## src/rtl/codec_dv_pkg.sv

```systemverilog
package codec_dv_pkg;
  localparam int FLD_W = 16;

  typedef enum logic {
    MODE_STICKY  = 1'b0,
    MODE_ONESHOT = 1'b1
  } dv_mode_e;
endpackage

```

## src/rtl/dv_mode_latch.sv

```systemverilog
module dv_mode_latch
  import codec_dv_pkg::*;
(
  input  logic     clk_i,
  input  logic     rst_ni,
  input  logic     en_i,
  input  logic     oneshot_i,
  output dv_mode_e mode_o
);
  dv_mode_e mode_q;

  // mode only follows the input while the channel is off
  always_ff @(posedge clk_i or negedge rst_ni) begin
    if (!rst_ni)    mode_q <= MODE_STICKY;
    else if (!en_i) mode_q <= dv_mode_e'(oneshot_i);
  end

  assign mode_o = mode_q;
endmodule

```

## src/rtl/dv_flag_ctl.sv

```systemverilog
module dv_flag_ctl
  import codec_dv_pkg::*;
#(
  parameter int SMP_W = 12
) (
  input  logic             clk_i,
  input  logic             rst_ni,
  input  logic             en_i,
  input  logic             stb_i,
  input  logic             frm_stb_i,
  input  dv_mode_e         mode_i,
  input  logic [SMP_W-1:0] smp_i,
  output logic             vld_o,
  output logic [SMP_W-1:0] hold_o
);
  logic             vld_q, vld_d;
  logic [SMP_W-1:0] hold_q, hold_d;

  always_comb begin
    vld_d  = vld_q;
    hold_d = hold_q;
    if (!en_i) begin
      vld_d  = 1'b0;
      hold_d = '0;
    end else if (stb_i) begin
      // a new sample beats a concurrent frame strobe
      vld_d  = 1'b1;
      hold_d = smp_i;
    end else if (frm_stb_i && mode_i == MODE_ONESHOT) begin
      vld_d  = 1'b0;
    end
  end

  always_ff @(posedge clk_i or negedge rst_ni) begin
    if (!rst_ni) begin
      vld_q  <= 1'b0;
      hold_q <= '0;
    end else begin
      vld_q  <= vld_d;
      hold_q <= hold_d;
    end
  end

  assign vld_o  = vld_q;
  assign hold_o = hold_q;
endmodule

```

## src/rtl/dv_field_pack.sv

```systemverilog
module dv_field_pack #(
  parameter int SMP_W = 12,
  parameter int FLD_W = 16
) (
  input  logic [SMP_W-1:0] smp_i,
  output logic [FLD_W-1:0] fld_o
);
  localparam int PAD_W = FLD_W - SMP_W;

  generate
    if (PAD_W > 0) begin : g_pad
      assign fld_o = {smp_i, {PAD_W{1'b0}}};
    end else begin : g_nopad
      assign fld_o = smp_i[SMP_W-1 -: FLD_W];
    end
  endgenerate
endmodule

```

## src/rtl/dv_channel.sv

```systemverilog
module dv_channel
  import codec_dv_pkg::*;
#(
  parameter int SMP_W = 12,
  parameter int FLD_W = 16
) (
  input  logic             clk_i,
  input  logic             rst_ni,
  input  logic             en_i,
  input  logic             oneshot_i,
  input  logic             stb_i,
  input  logic             frm_stb_i,
  input  logic [SMP_W-1:0] smp_i,
  output logic             vld_o,
  output logic [FLD_W-1:0] fld_o,
  output logic             oneshot_o
);
  dv_mode_e         mode;
  logic [SMP_W-1:0] hold;

  dv_mode_latch u_mode (
    .clk_i    (clk_i),
    .rst_ni   (rst_ni),
    .en_i     (en_i),
    .oneshot_i(oneshot_i),
    .mode_o   (mode)
  );

  dv_flag_ctl #(.SMP_W(SMP_W)) u_flag (
    .clk_i    (clk_i),
    .rst_ni   (rst_ni),
    .en_i     (en_i),
    .stb_i    (stb_i),
    .frm_stb_i(frm_stb_i),
    .mode_i   (mode),
    .smp_i    (smp_i),
    .vld_o    (vld_o),
    .hold_o   (hold)
  );

  dv_field_pack #(.SMP_W(SMP_W), .FLD_W(FLD_W)) u_pack (
    .smp_i(hold),
    .fld_o(fld_o)
  );

  assign oneshot_o = (mode == MODE_ONESHOT);
endmodule

```

## src/rtl/codec_dv_gen.sv

```systemverilog
module codec_dv_gen
  import codec_dv_pkg::*;
#(
  parameter int AUD_W = 12,
  parameter int TEL_W = 14
) (
  input  logic             clk_i,
  input  logic             rst_ni,
  input  logic             frm_stb_i,
  input  logic             aud_en_i,
  input  logic             aud_oneshot_i,
  input  logic             aud_stb_i,
  input  logic [AUD_W-1:0] aud_smp_i,
  input  logic             tel_en_i,
  input  logic             tel_oneshot_i,
  input  logic             tel_stb_i,
  input  logic [TEL_W-1:0] tel_smp_i,
  output logic             aud_vld_o,
  output logic [FLD_W-1:0] aud_fld_o,
  output logic             tel_vld_o,
  output logic [FLD_W-1:0] tel_fld_o
);
  logic aud_mode_os;
  logic tel_mode_os;

  dv_channel #(.SMP_W(AUD_W), .FLD_W(FLD_W)) u_aud (
    .clk_i    (clk_i),
    .rst_ni   (rst_ni),
    .en_i     (aud_en_i),
    .oneshot_i(aud_oneshot_i),
    .stb_i    (aud_stb_i),
    .frm_stb_i(frm_stb_i),
    .smp_i    (aud_smp_i),
    .vld_o    (aud_vld_o),
    .fld_o    (aud_fld_o),
    .oneshot_o(aud_mode_os)
  );

  dv_channel #(.SMP_W(TEL_W), .FLD_W(FLD_W)) u_tel (
    .clk_i    (clk_i),
    .rst_ni   (rst_ni),
    .en_i     (tel_en_i),
    .oneshot_i(tel_oneshot_i),
    .stb_i    (tel_stb_i),
    .frm_stb_i(frm_stb_i),
    .smp_i    (tel_smp_i),
    .vld_o    (tel_vld_o),
    .fld_o    (tel_fld_o),
    .oneshot_o(tel_mode_os)
  );
endmodule

```

## config.mk

```make
export PLATFORM = sky130hd
export DESIGN_NAME = codec_dv_gen
export DESIGN_NICKNAME = d
export VERILOG_FILES = /design/src/rtl/codec_dv_pkg.sv /design/src/rtl/dv_mode_latch.sv /design/src/rtl/dv_flag_ctl.sv /design/src/rtl/dv_field_pack.sv /design/src/rtl/dv_channel.sv /design/src/rtl/codec_dv_gen.sv
export SDC_FILE = /design/constraint.sdc
export NUM_CORES = 1
export LEC_CHECK = 0
export BUFFER_PORTS_ARGS = -buffer_cell sky130_fd_sc_hd__buf_2
export CELL_PAD_IN_SITES_DETAIL_PLACEMENT = 0
export CELL_PAD_IN_SITES_GLOBAL_PLACEMENT = 1
export CORE_MARGIN = 4
export CORE_UTILIZATION = 36
export CTS_CLUSTER_DIAMETER = 100
export DETAILED_ROUTE_END_ITERATION = 7
export GPL_ROUTABILITY_DRIVEN = 1
export PLACE_DENSITY_LB_ADDON = 0.12
export SKIP_CTS_REPAIR_TIMING = 1
export SYNTH_ARGS = -nofsm -noshare
export SYNTH_HDL_FRONTEND = slang
export SYNTH_SLANG_ARGS = --single-unit
```

## constraint.sdc

```tcl
create_clock -name clk_i -period 1.75 [get_ports clk_i]
set_input_delay 0 -clock clk_i [delete_from_list [all_inputs] [get_ports clk_i]]
set_output_delay 0 -clock clk_i [all_outputs]
set_load 0.005 [all_outputs]
```

==> impl_metrics.json <==
{
  "outcome": "finished with violations",
  "violations": "negative hold slack",
  "clk_pin_slew_ns": 0.06,
  "p_clk_share_pct": 34.5,
  "root_buffer": "clkbuf_8",
  "holdWs_ns": -0.007739,
  "r2r_setup_slack_ns": 1.00,
  "min_period_ns": 0.7867,
  "nNetsFinal": 204,
  "register_area_sq_um": 750.7,
  "grt_max_degree": 31,
  "grt_pass1_vias": 1019,
  "max-clock-path-buffers": 2,
  "ioPinCount": 69,
  "critPathLaunchType": "flip-flop",
  "via_per_inst": 4.409,
  "grt_use_total_pct": 12.01,
  "fmax_mhz": 1271,
  "hpwl_um": 1998,
  "cts_sinks": 30,
  "grt_pass1_wl_um": 4657,
  "diodes": 0,
  "hold_end": "u_tel.u_flag.hold_o[11]",
  "die_w_um": 69.01,
  "holdCritStartpoint": "tel_smp_i[11]",
  "slew_headroom_pct": 56.45,
  "ant_nets": 0,
  "rows": 21,
  "num-fill-cells": 336,
  "hold_path.class": "input port to flip-flop",
  "syn_area_sq_um": 1340,
  "core_sq_um": 3468,
  "clock_latency_ns": 0.27,
  "design.die.area_sq_um": 4762,
  "synth_top_family_by_area": "multiplexers",
  "initial_core_util_pct": 38.64,
  "grt_overflow": 0,
  "synthesis.instances": 103,
  "pwr_density_cell_nw_per_um2": 840.7,
  "place_congestion": 0.6879,
  "ir_drop_mv": 0.5152,
  "p_sw_share_pct": 23.44,
  "syn_avg_cell_area_sq_um": 13.01,
  "p_leak_nw": 0.9650,
  "seqPwrFrac_pct": 51.9,
  "cts_buffers": 5,
  "slew_viol_final": 0,
  "setup_viol": 0,
  "fin_skew_ns": 0.00008227,
  "cp.required_ns": 1.75,
  "worst_path_max_delay_cell": "dfrtp_1",
  "cts_tree": "yes",
  "synthSimpleGateAreaFrac_pct": 12.14,
  "r2r-start": "u_aud.u_mode.mode_o",
  "wirelength_um": 2736,
  "reg2reg_depth": 1,
  "cp-end-kind": "primary output",
  "first_iter_violations": 30,
  "synth.yosys.seq_area_share_pct": 56.02,
  "htree_levels": 2,
  "yosys_warnings": 0,
  "cp_max_fo": 2,
  "critPathMaxStageDelay_ns": 0.38,
  "path_cells": "buf_2",
  "chipHeight_um": 69.01,
  "critPathBufInv": 1,
  "wl_per_cell_um": 12.73,
  "synth_xor_area_share_pct": 0,
  "rsz0062_at_grt": "no",
  "synth_cell_type_count": 13,
  "finalHoldViolations": 7,
  "power.switching_w": 0.0003416,
  "fin_util_pct": 49.96,
  "first_pass_iters": 2,
  "drc": 0,
  "critPathArrivalTime_ns": 0.79,
  "cpLargestDelayFamily": "flip-flops",
  "pwr-share-comb_pct": 13.6,
  "worst_pin_slew_ns": 0.6533,
  "synth_seq_cells": 30,
  "synthMuxAreaShare_pct": 21.10,
  "maxCapViolCount": 0,
  "synth_compound_area_share_pct": 1.681,
  "area_delta_synth_final_pct": 29.32,
  "grt_antenna_before_repair": 0,
  "holdPathStages": 3,
  "synthAdderAreaFrac_pct": 0,
  "numPortBuffers": 62,
  "power.internal_w": 0.001115,
  "worst-setup-path-type": "flip-flop to primary output",
  "drive_above_1_share_pct": 40.83,
  "r2r_end": "u_aud.u_mode.mode_o",
  "finalCritPeriodShare_pct": 44.96,
  "setup_tns_ns": 0,
  "multiInputGateArea_sq_um": 490.5,
  "vias": 948
}
==> power by group through the flow <==
stage | Clock (W) | Sequential, W | Combinational, W
2_1_floorplan | 0 | 0.000772 | 0.000110
3_3_place_gp | 0 | 0.000767 | 0.000193
3_5_place_dp | 0 | 0.000768 | 0.000197
4_1_cts | 0.000524 | 0.000756 | 0.000197
5_1_grt | 0.000549 | 0.000761 | 0.000226
6_report | 0.000502 | 0.000756 | 0.000199
==> layout by cell type (no fill, tap or decap) <==
cell,count
a31oi_1,2
o21ai_1,2
dlygate4sd3_1,4
inv_1,2
buf_2,62
nor2b_1,26
mux2i_1,26
mux2_2,2
conb_1,6
clkbuf_1,2
clkbuf_8,5
dfrtp_1,30
==> area by class of cell <==
class / count / area share, %
Sequential cell: 30 / 43.32
Clock buffer: 7 / 4.404
Tap cell: 46 / 3.321
Inverter: 2 / 0.4332
Multi-Input combinational cell: 64 / 28.30
Timing Repair Buffer: 66 / 20.22
==> kinds of logic after synthesis <==
logic type             count (synthesis)
other                                  1
AO/OA/AOI/OAI                          4
multiplexers                          28
AND/OR/NAND/NOR                       26
buffers and inverters                 14
flip-flops                            30
==> worst max-delay path by stage <==
stage	start	endpoint	slack, ns	cells after the start
finish	u_aud.u_flag.hold_o[4]	aud_fld_o[8]	0.96	1
global route	rst_ni	u_aud.u_flag.hold_o[2]	0.85	2
detailed placement	tel_stb_i	u_tel.u_flag.hold_o[13]	0.93	3
floorplan	u_aud.u_mode.mode_o	u_aud.u_mode.mode_o	1.03	1
global placement	tel_stb_i	u_tel.u_flag.hold_o[8]	0.96	3
CTS	u_tel.u_flag.hold_o[9]	tel_fld_o[11]	0.95	1
==> metrics by stage <==
stage	instance area, sq um	cells	setup WS [ns]	power [W]
final	1733	215	0.9633	0.001457
after global routing	1733	215	0.8538	0.001536
after CTS	1693	211	0.9493	0.001477
after detailed placement	1617	204	0.9268	0.0009649
after global placement	1617	204	0.9602	0.0009602
after floorplan	1359	108	1.030	0.0008820
==> metal layers <==
| layer | up-vias | track usage (%) | wire, um | part of all wire (%) |
|---|---|---|---|---|
| met5 | - | 0 | 0 | 0 |
| met4 | 0 | 5.206 | 49 | 1.8 |
| met3 | 8 | 4.942 | 229 | 8.4 |
| met2 | 44 | 18.22 | 1222 | 45 |
| met1 | 439 | 14.95 | 1235 | 45 |
| li1 | 457 | - | - | - |
==> synthesized netlist by cell type <==
library cell  count  area, sq um
dfrtp_1          30        750.7
mux2i_1          26        260.3
nor2b_1          26        162.7
buf_4             6        45.04
a31oi_1           2        12.51
buf_6             2        22.52
clkbuf_1          2        7.510
inv_1             2        7.510
mux2_2            2        22.52
o21ai_1           2        10.01
buf_12            1        20.02
buf_8             1        15.01
conb_1            1        3.750
==> sequential cells by signal, summed over array words and instances (netlist names) <==
register and count:
u_tel.u_flag.vld_o 1, u_aud.u_flag.vld_o 1, u_tel.u_mode.mode_o 1, u_aud.u_mode.mode_o 1
u_tel.u_flag.hold_o 14, u_aud.u_flag.hold_o 12
Note: power is estimated with default switching activity, not from simulation.
